## src/rtl/wc_pkg.sv

```systemverilog
package wc_pkg;
  localparam int DIGITS = 4;
  localparam int CW     = 4 * DIGITS;

  typedef logic [CW-1:0] bcd_t;

  // Add one to a packed BCD value, rippling the decimal carry upward.
  function automatic bcd_t bcd_inc(input bcd_t v);
    bcd_t r;
    logic c;
    r = v;
    c = 1'b1;
    for (int i = 0; i < DIGITS; i++) begin
      if (c) begin
        if (r[4*i +: 4] == 4'd9) begin
          r[4*i +: 4] = 4'd0;
        end else begin
          r[4*i +: 4] = r[4*i +: 4] + 4'd1;
          c = 1'b0;
        end
      end
    end
    return r;
  endfunction
endpackage

```

## src/rtl/wc_pulse_sync.sv

```systemverilog
module wc_pulse_sync (
  input  logic clk,
  input  logic rst_n,
  input  logic din,
  output logic rise
);
  logic [2:0] stage_q;
  logic [2:0] stage_d;

  always_comb begin
    stage_d = {stage_q[1:0], din};
  end

  always_ff @(posedge clk or negedge rst_n) begin
    if (!rst_n) stage_q <= '0;
    else        stage_q <= stage_d;
  end

  assign rise = stage_q[1] & ~stage_q[2];
endmodule

```

## src/rtl/wc_tick_gate.sv

```systemverilog
module wc_tick_gate #(
  parameter int TICK_DIV = 16,
  parameter int TW       = (TICK_DIV > 1) ? $clog2(TICK_DIV) : 1
) (
  input  logic clk,
  input  logic rst_n,
  input  logic soft_clr,
  output logic soft_act
);
  logic [TW-1:0] tcnt_q, tcnt_d;
  logic          tick;
  logic          soft_d;

  assign tick = (tcnt_q == TW'(TICK_DIV - 1));

  always_comb begin
    tcnt_d = tick ? '0 : tcnt_q + TW'(1);
    soft_d = tick ? soft_clr : soft_act;
  end

  always_ff @(posedge clk or negedge rst_n) begin
    if (!rst_n) begin
      tcnt_q   <= '0;
      soft_act <= 1'b0;
    end else begin
      tcnt_q   <= tcnt_d;
      soft_act <= soft_d;
    end
  end
endmodule

```

## src/rtl/wc_bcd_counter.sv

```systemverilog
module wc_bcd_counter
  import wc_pkg::*;
(
  input  logic clk,
  input  logic rst_n,
  input  logic hard_clr,
  input  logic soft_act,
  input  logic rise,
  output bcd_t count_q
);
  bcd_t count_d;

  always_comb begin
    count_d = count_q;
    if (hard_clr || soft_act) count_d = '0;
    else if (rise)            count_d = bcd_inc(count_q);
  end

  always_ff @(posedge clk or negedge rst_n) begin
    if (!rst_n) count_q <= '0;
    else        count_q <= count_d;
  end
endmodule

```

## src/rtl/wc_limit_bank.sv

```systemverilog
module wc_limit_bank
  import wc_pkg::*;
#(
  parameter int NWIN = 16,
  parameter int AW   = $clog2(2 * NWIN)
) (
  input  logic                   clk,
  input  logic                   rst_n,
  input  logic                   wr_en,
  input  logic [AW-1:0]          wr_addr,
  input  bcd_t                   wr_data,
  input  bcd_t                   count_q,
  output logic [NWIN-1:0]        result_q,
  output logic [2*NWIN*CW-1:0]   lim_flat
);
  localparam int NWORD = 2 * NWIN;

  logic [NWIN-1:0] result_d;

  for (genvar w = 0; w < NWORD; w++) begin : g_word
    bcd_t word_q, word_d;
    logic we;

    assign we = wr_en && (wr_addr == AW'(w));

    always_comb begin
      word_d = we ? wr_data : word_q;
    end

    always_ff @(posedge clk or negedge rst_n) begin
      if (!rst_n) word_q <= '0;
      else        word_q <= word_d;
    end

    assign lim_flat[w*CW +: CW] = word_q;
  end

  for (genvar n = 0; n < NWIN; n++) begin : g_win
    bcd_t lo, hi;
    assign lo = lim_flat[(2*n)*CW +: CW];
    assign hi = lim_flat[(2*n+1)*CW +: CW];
    // Valid BCD orders the same way as unsigned binary.
    assign result_d[n] = (lo <= count_q) && (count_q <= hi);
  end

  always_ff @(posedge clk or negedge rst_n) begin
    if (!rst_n) result_q <= '0;
    else        result_q <= result_d;
  end
endmodule

```

## src/rtl/window_counter.sv

```systemverilog
module window_counter
  import wc_pkg::*;
#(
  parameter int NWIN     = 16,
  parameter int TICK_DIV = 16,
  parameter int AW       = $clog2(2 * NWIN)
) (
  input  logic            clk,
  input  logic            rst_n,
  input  logic            cnt_in,
  input  logic            hard_clr,
  input  logic            soft_clr,
  input  logic            wr_en,
  input  logic [AW-1:0]   wr_addr,
  input  logic [CW-1:0]   wr_data,
  output logic [CW-1:0]   count_q,
  output logic [NWIN-1:0] result_q
);
  logic                 rise;
  logic                 soft_act;
  logic [2*NWIN*CW-1:0] lim_flat;

  wc_pulse_sync u_sync (
    .clk  (clk),
    .rst_n(rst_n),
    .din  (cnt_in),
    .rise (rise)
  );

  wc_tick_gate #(.TICK_DIV(TICK_DIV)) u_tick (
    .clk     (clk),
    .rst_n   (rst_n),
    .soft_clr(soft_clr),
    .soft_act(soft_act)
  );

  wc_bcd_counter u_cnt (
    .clk     (clk),
    .rst_n   (rst_n),
    .hard_clr(hard_clr),
    .soft_act(soft_act),
    .rise    (rise),
    .count_q (count_q)
  );

  wc_limit_bank #(.NWIN(NWIN), .AW(AW)) u_bank (
    .clk     (clk),
    .rst_n   (rst_n),
    .wr_en   (wr_en),
    .wr_addr (wr_addr),
    .wr_data (wr_data),
    .count_q (count_q),
    .result_q(result_q),
    .lim_flat(lim_flat)
  );
endmodule

```

## config.mk

```make
export PLATFORM = sky130hd
export DESIGN_NAME = window_counter
export DESIGN_NICKNAME = d
export VERILOG_FILES = /design/src/rtl/wc_pkg.sv /design/src/rtl/wc_pulse_sync.sv /design/src/rtl/wc_tick_gate.sv /design/src/rtl/wc_bcd_counter.sv /design/src/rtl/wc_limit_bank.sv /design/src/rtl/window_counter.sv
export SDC_FILE = /design/constraint.sdc
export NUM_CORES = 1
export LEC_CHECK = 0
export BUFFER_PORTS_ARGS = -buffer_cell sky130_fd_sc_hd__buf_4
export CELL_PAD_IN_SITES_DETAIL_PLACEMENT = 1
export CELL_PAD_IN_SITES_GLOBAL_PLACEMENT = 2
export CORE_UTILIZATION = 46
export DETAILED_ROUTE_END_ITERATION = 8
export GPL_TIMING_DRIVEN = 0
export HOLD_SLACK_MARGIN = 0.08
export PLACE_DENSITY = 0.86
export SETUP_SLACK_MARGIN = 0.15
export SKIP_CTS_REPAIR_TIMING = 1
export SKIP_LAST_GASP = 1
export SLEW_MARGIN = 30
export SYNTH_ARGS = -nofsm -noshare
export SYNTH_HDL_FRONTEND = slang
export SYNTH_SLANG_ARGS = --single-unit
export TNS_END_PERCENT = 5
```

## constraint.sdc

```tcl
create_clock -name clk -period 4.9 [get_ports clk]
set_input_delay 0.49 -clock clk [delete_from_list [all_inputs] [get_ports clk]]
set_output_delay 0.49 -clock clk [all_outputs]
set_load 0.005 [all_outputs]
```

==> out/qor.yml, run 1 <==
regToRegStartpoint: "u_cnt.count_q[9]"
vias: 25264
fin_crit_ps: 3460
critical-path-max-stage-delay_ps: 820
rows: 96
viasPerCell: 6.03
synth_mux_area_share_pct: 11.6
yosysWarnings: 0
leakagePower_nw: 17.7
coreArea_mm2: 0.0691
synth_simple_gate_area_share_pct: 10.1
synth_compound_area_share_pct: 10.3
drive_above_1_share_pct: 18.4
async_flop_share_pct: 100
hold_viol: 0
yosys_register_bits: 552
crit_path_start_kind: "register"
fmax_ghz: 0.289
worstHoldStart: "soft_clr"
multiInputGateArea_mm2: 0.0169
skew_ps: 24.5
start_util_pct: 46.8
n_fill_cell: 7494
grt.overflow.total: 0
rsz0062_at_grt: "no"
layout.cells.most_common_list: "dfrtp_1, ha_1, nand2_1"
routed_wl_um: 112000
crit_type: "register to register"
p_per_area_mw_per_mm2: 403
min_path_type: "input port to register"
top_usage_layer: "met2"
fin_area_mm2: 0.0367
ir_worst_vdd_mv: 0.223
synth_ff_type: "dfrtp_1"
postRouteAntennaNets: 0
dp_hpwl_um: 75600
startpoint: "u_cnt.count_q[9]"
grt_pass1_vias: 27806
cp_max_fo: 20
period_share_pct: 70.7
pin_count: 59
cp-end-kind: "register"
crit_chain: "inv_2 -> ha_1 -> nand4_1 -> or4_1 -> or3_1 -> a22oi_1"
postPlaceCellArea_mm2: 0.0345
cts_sinks: 552
worst_pin_slew_ps: 1060
dieHeight_um: 267
fp.dieW_um: 267
seq_area_mm2: 0.0138
met2_usage_pct: 53.9
layout_commonest_cell: "dfrtp_1"
path_clk_slew_ps: 60
area_growth_pct: 13.5
synth_adder_area_share_pct: 20.2
synth_edf_count: 0
cp.arrival_ps: 3920
post_drt_wl_per_cell_um: 26.8
gp_congestion: 0.848
grt_use_total_pct: 32.2
grt_pass1_wl_um: 170000
cap_violations: 0
drv_slew: 0
synth_top_family_by_area: "adder cells"
max-slew-margin-rel_pct: 29.2
synth-xor-area-share_pct: 0.108
power_w: 0.0148
setup-violations-final: 0
post-place-ws_ps: 1440
synth.avg_cell_area_um2: 10.5
port_buffers: 54
outcome: "complete, no violations"
drc: 0
syn_inst: 3067
grt_util_met3_pct: 5.42
clockBufferDepth: 3
hold_ws_ps: 131
clockRootBuffer: "clkbuf_16"
layout.nets: 3761
yosysUniqueCellTypes: 49
die_area_mm2: 0.0714
yosysSeqAreaShare_pct: 42.7
critPathBufInv: 1
worstPathRequired_ps: 5360
cts_buffers: 66
setup_slack_ps: 1440
met1_usage_pct: 40.7
drtPass1Iterations: 5
drt_iter0_drc: 1775
syn_area_mm2: 0.0323
grt_max_degree: 89
cts_tree: "built"
slowest_stage: "dfrtp_4"
antenna_found_initial: 10
htreeDepth: 3
critPathTopFamily: "simple AND/OR/NAND/NOR gates"
clock_latency_ps: 610
r2r_slack_ps: 1440
final_util_pct: 53.2
syn-num-nets: 3615
cells by family (layout without fill, tap and decap cells):
family / after synthesis / after routing
xor+xnor: 4 / 4
buf+inv: 415 / 607
simple gates: 668 / 668
other cells: 0 / 2
compound gates: 578 / 578
fa+ha+maj: 521 / 521
mux: 329 / 329
flops: 552 / 552
worst reg2reg max path: stages, from the launching register on:
cell     delay (ps)
dfrtp_4         820
inv_2           550
ha_1            500
nand4_1         130
or4_1           520
or3_1           450
a22oi_1         350
area by class of cell:
class / instances / share of cell area (%)
Antenna cell: 2 / 0.0136
Tap cell: 931 / 3.17
Timing Repair Buffer: 78 / 2.71
Clock inverter: 10 / 0.215
Clock buffer: 104 / 5.59
Multi-Input combinational cell: 2100 / 46.1
Inverter: 302 / 3.09
Sequential cell: 552 / 37.7
Buffer: 113 / 1.42
per-stage QoR:
step,cells,setup TNS (ps)
2_1_floorplan,3067,0
3_3_place_gp,4052,-1483730
3_5_place_dp,4074,0
4_1_cts,4188,0
5_1_grt,4190,0
6_report,4192,0
power by group:
| group | internal, W | switching (W) | total [W] |
|---|---|---|---|
| sequential | 0.00552 | 0.000476 | 0.00599 |
| clock | 0.00292 | 0.00203 | 0.00494 |
| combinational | 0.00169 | 0.00216 | 0.00385 |
sequential cells by signal, summed over array words and instances, names as in the netlist:
| name | flops |
|---|---|
| u_bank.g_win.hi | 256 |
| u_bank.g_win.lo | 256 |
| u_bank.result_q | 16 |
| u_cnt.count_q | 16 |
| u_tick.tcnt_q | 4 |
| u_sync.stage_q | 3 |
| u_tick.soft_act | 1 |
cells in the mapped netlist, drive strengths merged, types with 5 or more instances:
master / count / area share, %
dfrtp: 552 / 43
ha: 521 / 20
nand2: 355 / 4.1
mux2: 329 / 12
inv: 302 / 3.5
o21ai: 232 / 3.6
a21oi: 207 / 3.2
nand4: 95 / 1.8
clkbuf: 88 / 1.0
nand3: 74 / 1.1
o211ai: 37 / 0.86
a221oi: 32 / 0.87
buf: 25 / 0.52
nor2: 24 / 0.30
and4: 23 / 0.62
nor2b: 23 / 0.44
or4: 21 / 0.49
or3: 17 / 0.33
a22oi: 12 / 0.28
o21a: 12 / 0.28
o221ai: 12 / 0.32
a2111o: 11 / 0.38
nor4: 10 / 0.21
or2: 8 / 0.16
nand2b: 7 / 0.16
nor3: 6 / 0.093
a21o: 5 / 0.12
metal layers:
layer  wire (µm)  vias to the layer above
met5          37                        -
met3        5810                      257
met4        5210                        6
met2       53600                      633
met1       47500                    13112
li1            -                    11256
worst paths after layout:
kind	to	cells past startpoint
max	u_bank.result_q[3]	6
min	u_tick.soft_act	2
max reg2reg	u_bank.result_q[3]	6
min reg2reg	u_sync.stage_q[1]	0
max in group asynchronous	u_bank.g_win[0].lo[13]	4
min in group asynchronous	u_bank.g_win[9].hi[12]	2
Note: power is estimated with default switching activity, not from simulation.
==> run 2, diff against run 1 <==
--- a/config.mk
+++ b/config.mk
@@ -8,11 +8,11 @@
 export BUFFER_PORTS_ARGS = -buffer_cell sky130_fd_sc_hd__buf_4
 export CELL_PAD_IN_SITES_DETAIL_PLACEMENT = 1
 export CELL_PAD_IN_SITES_GLOBAL_PLACEMENT = 2
-export CORE_UTILIZATION = 46
+export CORE_UTILIZATION = 43
 export DETAILED_ROUTE_END_ITERATION = 8
 export GPL_TIMING_DRIVEN = 0
 export HOLD_SLACK_MARGIN = 0.08
-export PLACE_DENSITY = 0.86
+export PLACE_DENSITY = 0.81
 export SETUP_SLACK_MARGIN = 0.15
 export SKIP_CTS_REPAIR_TIMING = 1
 export SKIP_LAST_GASP = 1
==> constraint.sdc (replaced) <==
create_clock -name clk -period 3.2 [get_ports clk]
set_input_delay 0.32 -clock clk [delete_from_list [all_inputs] [get_ports clk]]
set_output_delay 0.32 -clock clk [all_outputs]
set_load 0.005 [all_outputs]
==> run 2 against run 1 <==
Effect of this change: global-route usage shrank 2.7 points; clock power grew 64%; combinational power grew 54%; wire length is essentially flat; worst setup slack lost 1300 ps; critical endpoint is now u_bank.result_q[12]; highest routed layer unchanged; fmax grew 13%; worst hold slack lost 59 ps; cell count grew 1.6%.
==> out/qor.yml, run 2 (synthesis gave the netlist of run 1 again) <==
cts_tree: "built"
fin_crit_ps: 3050  # -411 ps
area_growth_pct: 15.1
skew_ps: 13.5  # -11.0 ps
grt_max_degree: 83  # -6.7%
drc: 0  # unchanged
die_area_mm2: 0.0763  # +6.9%
clkPwrFrac_pct: 34.9  # +1.5 points
setup_slack_ps: 149  # -1290 ps
drv_slew: 0  # unchanged
clockBufferDepth: 3  # unchanged
worstPathRequired_ps: 3690  # -1670 ps
postRouteAntennaNets: 0  # unchanged
layout.nets: 3786  # +0.66%
htreeDepth: 3  # unchanged
outcome: "complete, no violations"
cp.arrival_ps: 3540  # -380 ps
p_sw_w: 0.00717  # +54%
clockRootBuffer: "clkbuf_16"
sequentialPowerShare_pct: 39.5  # -1.0 points
grt_use_total_pct: 29.5  # -2.7 points
rows: 100  # +4.2%
antenna_found_initial: 15  # +5
startpoint: "u_cnt.count_q[6]"
grt.overflow.total: 0  # unchanged
cts_sinks: 552  # unchanged
comb_power_share_pct: 25.6  # -0.5 points
drt_iter0_drc: 1514  # -15%
multiInputGateArea_mm2: 0.0169  # +0.13%
post-place-ws_ps: -335  # -1780 ps
grt_pass1_vias: 27192  # -2.2%
dp_hpwl_um: 75500  # -0.17%
routed_wl_um: 112000  # about the same
cp_max_fo: 17  # -15%
worstHoldStart: "wr_data[10]"
p_int_w: 0.0160  # +58%
post_drt_wl_per_cell_um: 26.3  # -1.6%
power_w: 0.0232  # +57%
stdcell_count: 4259  # +1.6%
pin_count: 59  # unchanged
min_path_type: "input port to register"
regToRegStartpoint: "u_cnt.count_q[6]"
gp_congestion: 0.837  # -1.4%
path_clk_slew_ps: 60  # about the same
worst_pin_slew_ps: 1070  # +11.6 ps
seq_area_mm2: 0.0138  # about the same
hold_viol: 0  # unchanged
fmax_ghz: 0.328  # +13%
n_fill_cell: 8040  # +7.3%
max-slew-margin-rel_pct: 28.4  # -0.78 points
period_share_pct: 95.3  # +25 points
crit_type: "register to register"
dieHeight_um: 276  # +3.4%
crit_path_start_kind: "register"
switching_share_pct: 31.0  # -0.57 points
cp-end-kind: "register"
fp.dieW_um: 276  # +3.4%
layout.cells.most_common_list: "dfrtp_1, ha_1, nand2_1"
drive_above_1_share_pct: 18.9  # +0.51 points
clock_latency_ps: 610  # about the same
cap_violations: 0  # unchanged
drtPass1Iterations: 5  # unchanged
ir_worst_vdd_mv: 0.376  # +69%
coreArea_mm2: 0.0744  # +7.8%
final_util_pct: 50.0  # -3.1 points
leakagePower_nw: 17.9  # +1.2%
viasPerCell: 5.89  # -2.3%
setup-violations-final: 0  # unchanged
port_buffers: 54  # unchanged
vias: 25086  # -0.70%
cts_buffers: 68  # +3.0%
place_inst: 4110  # +0.88%
p_per_area_mw_per_mm2: 622  # +54%
start_util_pct: 43.5  # -3.4 points
grt_pass1_wl_um: 169000  # -0.88%
r2r_slack_ps: 150  # -1290 ps
layout_commonest_cell: "dfrtp_1"
rsz0062_at_grt: "yes"
[run 2: cell count changes in the layout (fill, tap and decap cells not counted), moves of 2 or more]
cell | before | now
buf_4 | 59 | 66
bufinv_16 | 1 | 6
clkbuf_1 | 86 | 82
clkbuf_16 | 71 | 73
clkbuf_2 | 20 | 18
clkbuf_8 | 15 | 13
clkinv_2 | 8 | 15
dfrtp_2 | 13 | 10
dfrtp_4 | 3 | 6
dlygate4sd3_1 | 2 | 17
inv_2 | 16 | 3
inv_4 | 0 | 12
[run 2: power by group through the flow]
stage	Clock [W]	Sequential, W	Combinational [W]
2_1_floorplan	0	0.00903	0.00384
4_1_cts	0.00823	0.00916	0.00586
3_3_place_gp	0	0.00920	0.00524
6_report	0.00808	0.00915	0.00593
5_1_grt	0.00847	0.00931	0.00669
3_5_place_dp	0	0.00927	0.00579
[run 2: area by class of cell]
cell class / instances / area share, %
plain buffers: 113 / 1.40
multi-input cells: 2100 / 45.5
clock inverters: 22 / 0.705
flip-flops and latches: 552 / 37.2
repair buffers: 101 / 3.30
diodes: 2 / 0.0134
clock buffers: 98 / 5.51
inverters: 302 / 3.14
well taps: 969 / 3.26
[run 2: layer usage]
layer / part of all wire, % / GRT usage [%]
met1: 43 / 38.2
met2: 48 / 49.2
met5: 0.041 / 0
met4: 4.0 / 12.5
met3: 4.9 / 4.17
[run 2: worst max-delay path, cell delays in order (launching register included)]
cell and delay, ps:
dfrtp_2 710, buf_16 240, inv_4 190, ha_1 350
nand2_1 70, or4_1 550, or3_1 470, a22oi_1 320
[run 2: final timing paths]
kind	endpoint	depth (start not counted)
setup / recovery	u_bank.result_q[12]	7
hold / removal	u_bank.g_win[11].lo[10]	2
setup reg to reg	u_bank.result_q[12]	7
hold reg to reg	u_sync.stage_q[1]	0
max in group asynchronous	u_bank.g_win[8].hi[0]	5
min in group asynchronous	u_bank.g_win[3].hi[8]	2
[run 2: stage by stage]
stage,hold slack [ps],setup TNS (ps),area [µm²]
floorplan,24.4,0,32300
global placement,344,-2405170,34000
detailed placement,288,-1690,34500
CTS,-352,-2160,36900
global route,80.7,0,37200
finish,72.2,0,37200
==> run 3, diff against run 2 <==
==> constraint.sdc (replaced) <==
create_clock -name clk -period 3.2 [get_ports clk]
set_input_delay 0.48 -clock clk [delete_from_list [all_inputs] [get_ports clk]]
set_output_delay 0.48 -clock clk [all_outputs]
set_load 0.005 [all_outputs]
==> run 3 against run 2 <==
Effect of this change: clock power is essentially flat; non-clock buffer count down 15; final area decreased by 0.40%; combinational power barely moved; sequential power hardly changed; die area unchanged; largest cell class unchanged; largest power group unchanged; highest routed layer unchanged.
==> out/qor.yml, run 3 (synthesis gave the netlist of run 1 again) <==
reg2reg_depth: 7  # unchanged
path_clk_slew_ps: 60  # about the same
grt_max_degree: 83  # unchanged
leakagePower_nw: 17.9  # -0.35%
fin_crit_ps: 3030  # -20.9 ps
cts_tree: "built"
fin_area_mm2: 0.0371  # -0.40%
drtPass1Iterations: 5  # unchanged
final_util_pct: 49.8  # -0.20 points
drc: 0  # unchanged
area_growth_pct: 14.7
fmax_ghz: 0.330  # +0.69%
outcome: "complete, no violations"
grt.overflow.total: 0  # unchanged
pin_count: 59  # unchanged
worstHoldStart: "soft_clr"
min_path_type: "input port to register"
worst_pin_slew_ps: 1070  # -8.02 ps
ir_worst_vdd_mv: 0.376  # +0.13%
cts_buffers: 68  # unchanged
vias: 25137  # +0.20%
cp_max_fo: 17  # unchanged
routed_wl_um: 112000  # about the same
cp.arrival_ps: 3520  # -20 ps
htreeDepth: 3  # unchanged
grt_pass1_wl_um: 169000  # unchanged
layout_commonest_cell: "dfrtp_1"
dp_hpwl_um: 75500  # unchanged
postPlaceCellArea_mm2: 0.0345  # unchanged
drv_slew: 0  # unchanged
postRouteAntennaNets: 0  # unchanged
clockRootBuffer: "clkbuf_16"
port_buffers: 54  # unchanged
grt_use_total_pct: 29.5  # unchanged
start_util_pct: 43.5  # unchanged
coreArea_mm2: 0.0744  # unchanged
max-slew-margin-rel_pct: 28.9  # +0.53 points
holdPathStages: 2  # unchanged
post-place-ws_ps: -335  # unchanged
drive_above_1_share_pct: 19.0  # +0.087 points
p_per_area_mw_per_mm2: 624  # +0.37%
layout.nets: 3771  # -0.40%
setup_slack_ps: 170  # +20.9 ps
hold_viol: 0  # unchanged
clockBufferDepth: 3  # unchanged
r2r_slack_ps: 170  # +20 ps
rsz0062_at_grt: "yes"
fp.dieW_um: 276  # unchanged
gp_congestion: 0.837  # unchanged
worstPathRequired_ps: 3690  # about the same
die_area_mm2: 0.0763  # unchanged
cts_sinks: 552  # unchanged
crit_path_start_kind: "register"
clock_latency_ps: 610  # about the same
drt_iter0_drc: 1624  # +7.3%
antenna_found_initial: 14  # -1
power_w: 0.0232  # about the same
dieHeight_um: 276  # unchanged
setup-violations-final: 0  # unchanged
crit_type: "register to register"
n_fill_cell: 8060  # +0.25%
skew_ps: 13.7  # +0.231 ps
post_drt_wl_per_cell_um: 26.4  # +0.27%
startpoint: "u_cnt.count_q[6]"
cap_violations: 0  # unchanged
regToRegStartpoint: "u_cnt.count_q[6]"
setup-tns-final_ps: 0  # unchanged
period_share_pct: 94.7  # -0.65 points
viasPerCell: 5.92  # +0.56%
cp-end-kind: "register"
grt_pass1_vias: 27192  # unchanged
rows: 100  # unchanged
layout.cells.most_common_list: "dfrtp_1, ha_1, nand2_1"
## run 3: cell types whose count changed in the layout (fill, tap and decap cells not counted), sizes merged
cell,previous run,this run
dlygate4sd3,17,2
## run 3: layout make-up
| class | count | area (µm²) | area share [%] |
|---|---|---|---|
| Tap cell | 969 | 1210 | 3.27 |
| Inverter | 302 | 1170 | 3.15 |
| Sequential cell | 552 | 13800 | 37.3 |
| Antenna cell | 2 | 5.00 | 0.0135 |
| Clock buffer | 98 | 2050 | 5.53 |
| Timing Repair Buffer | 86 | 1080 | 2.91 |
| Buffer | 113 | 520 | 1.40 |
| Clock inverter | 22 | 263 | 0.708 |
| Multi-Input combinational cell | 2100 | 16900 | 45.7 |
## run 3: metrics by stage
stage	hold WS, ps	std cells
floorplan	184	3067
global placement	344	4090
detailed placement	354	4110
CTS	-192	4230
global route	116	4242
finish	104	4244
## run 3: metal layers
| layer | GRT usage, % | routed length (µm) | vias to the layer above |
|---|---|---|---|
| met5 | 0 | 46 | - |
| met4 | 12.5 | 4480 | 8 |
| met3 | 4.17 | 5720 | 219 |
| met2 | 49.2 | 53500 | 584 |
| met1 | 38.2 | 48300 | 13035 |
| li1 | - | - | 11291 |
## run 3: power breakdown
group          switching (W)  total (W)  internal (W)
sequential          0.000704    0.00915       0.00845
combinational        0.00331    0.00592       0.00260
clock                0.00316    0.00808       0.00492
## run 3: worst max-delay path: stages, from the launching register on
cell	delay (ps)
dfrtp_2	720
buf_16	230
inv_4	190
ha_1	350
nand2_1	70
or4_1	550
or3_1	450
a22oi_1	320
## run 3: final timing paths
kind / endpoint
worst max register to register: u_bank.result_q[12]
max in group asynchronous: u_bank.g_win[8].lo[14]
worst min register to register: u_sync.stage_q[1]
min in group asynchronous: u_bank.g_win[3].hi[8]
worst min-delay path: u_tick.soft_act
worst max-delay path: u_bank.result_q[12]
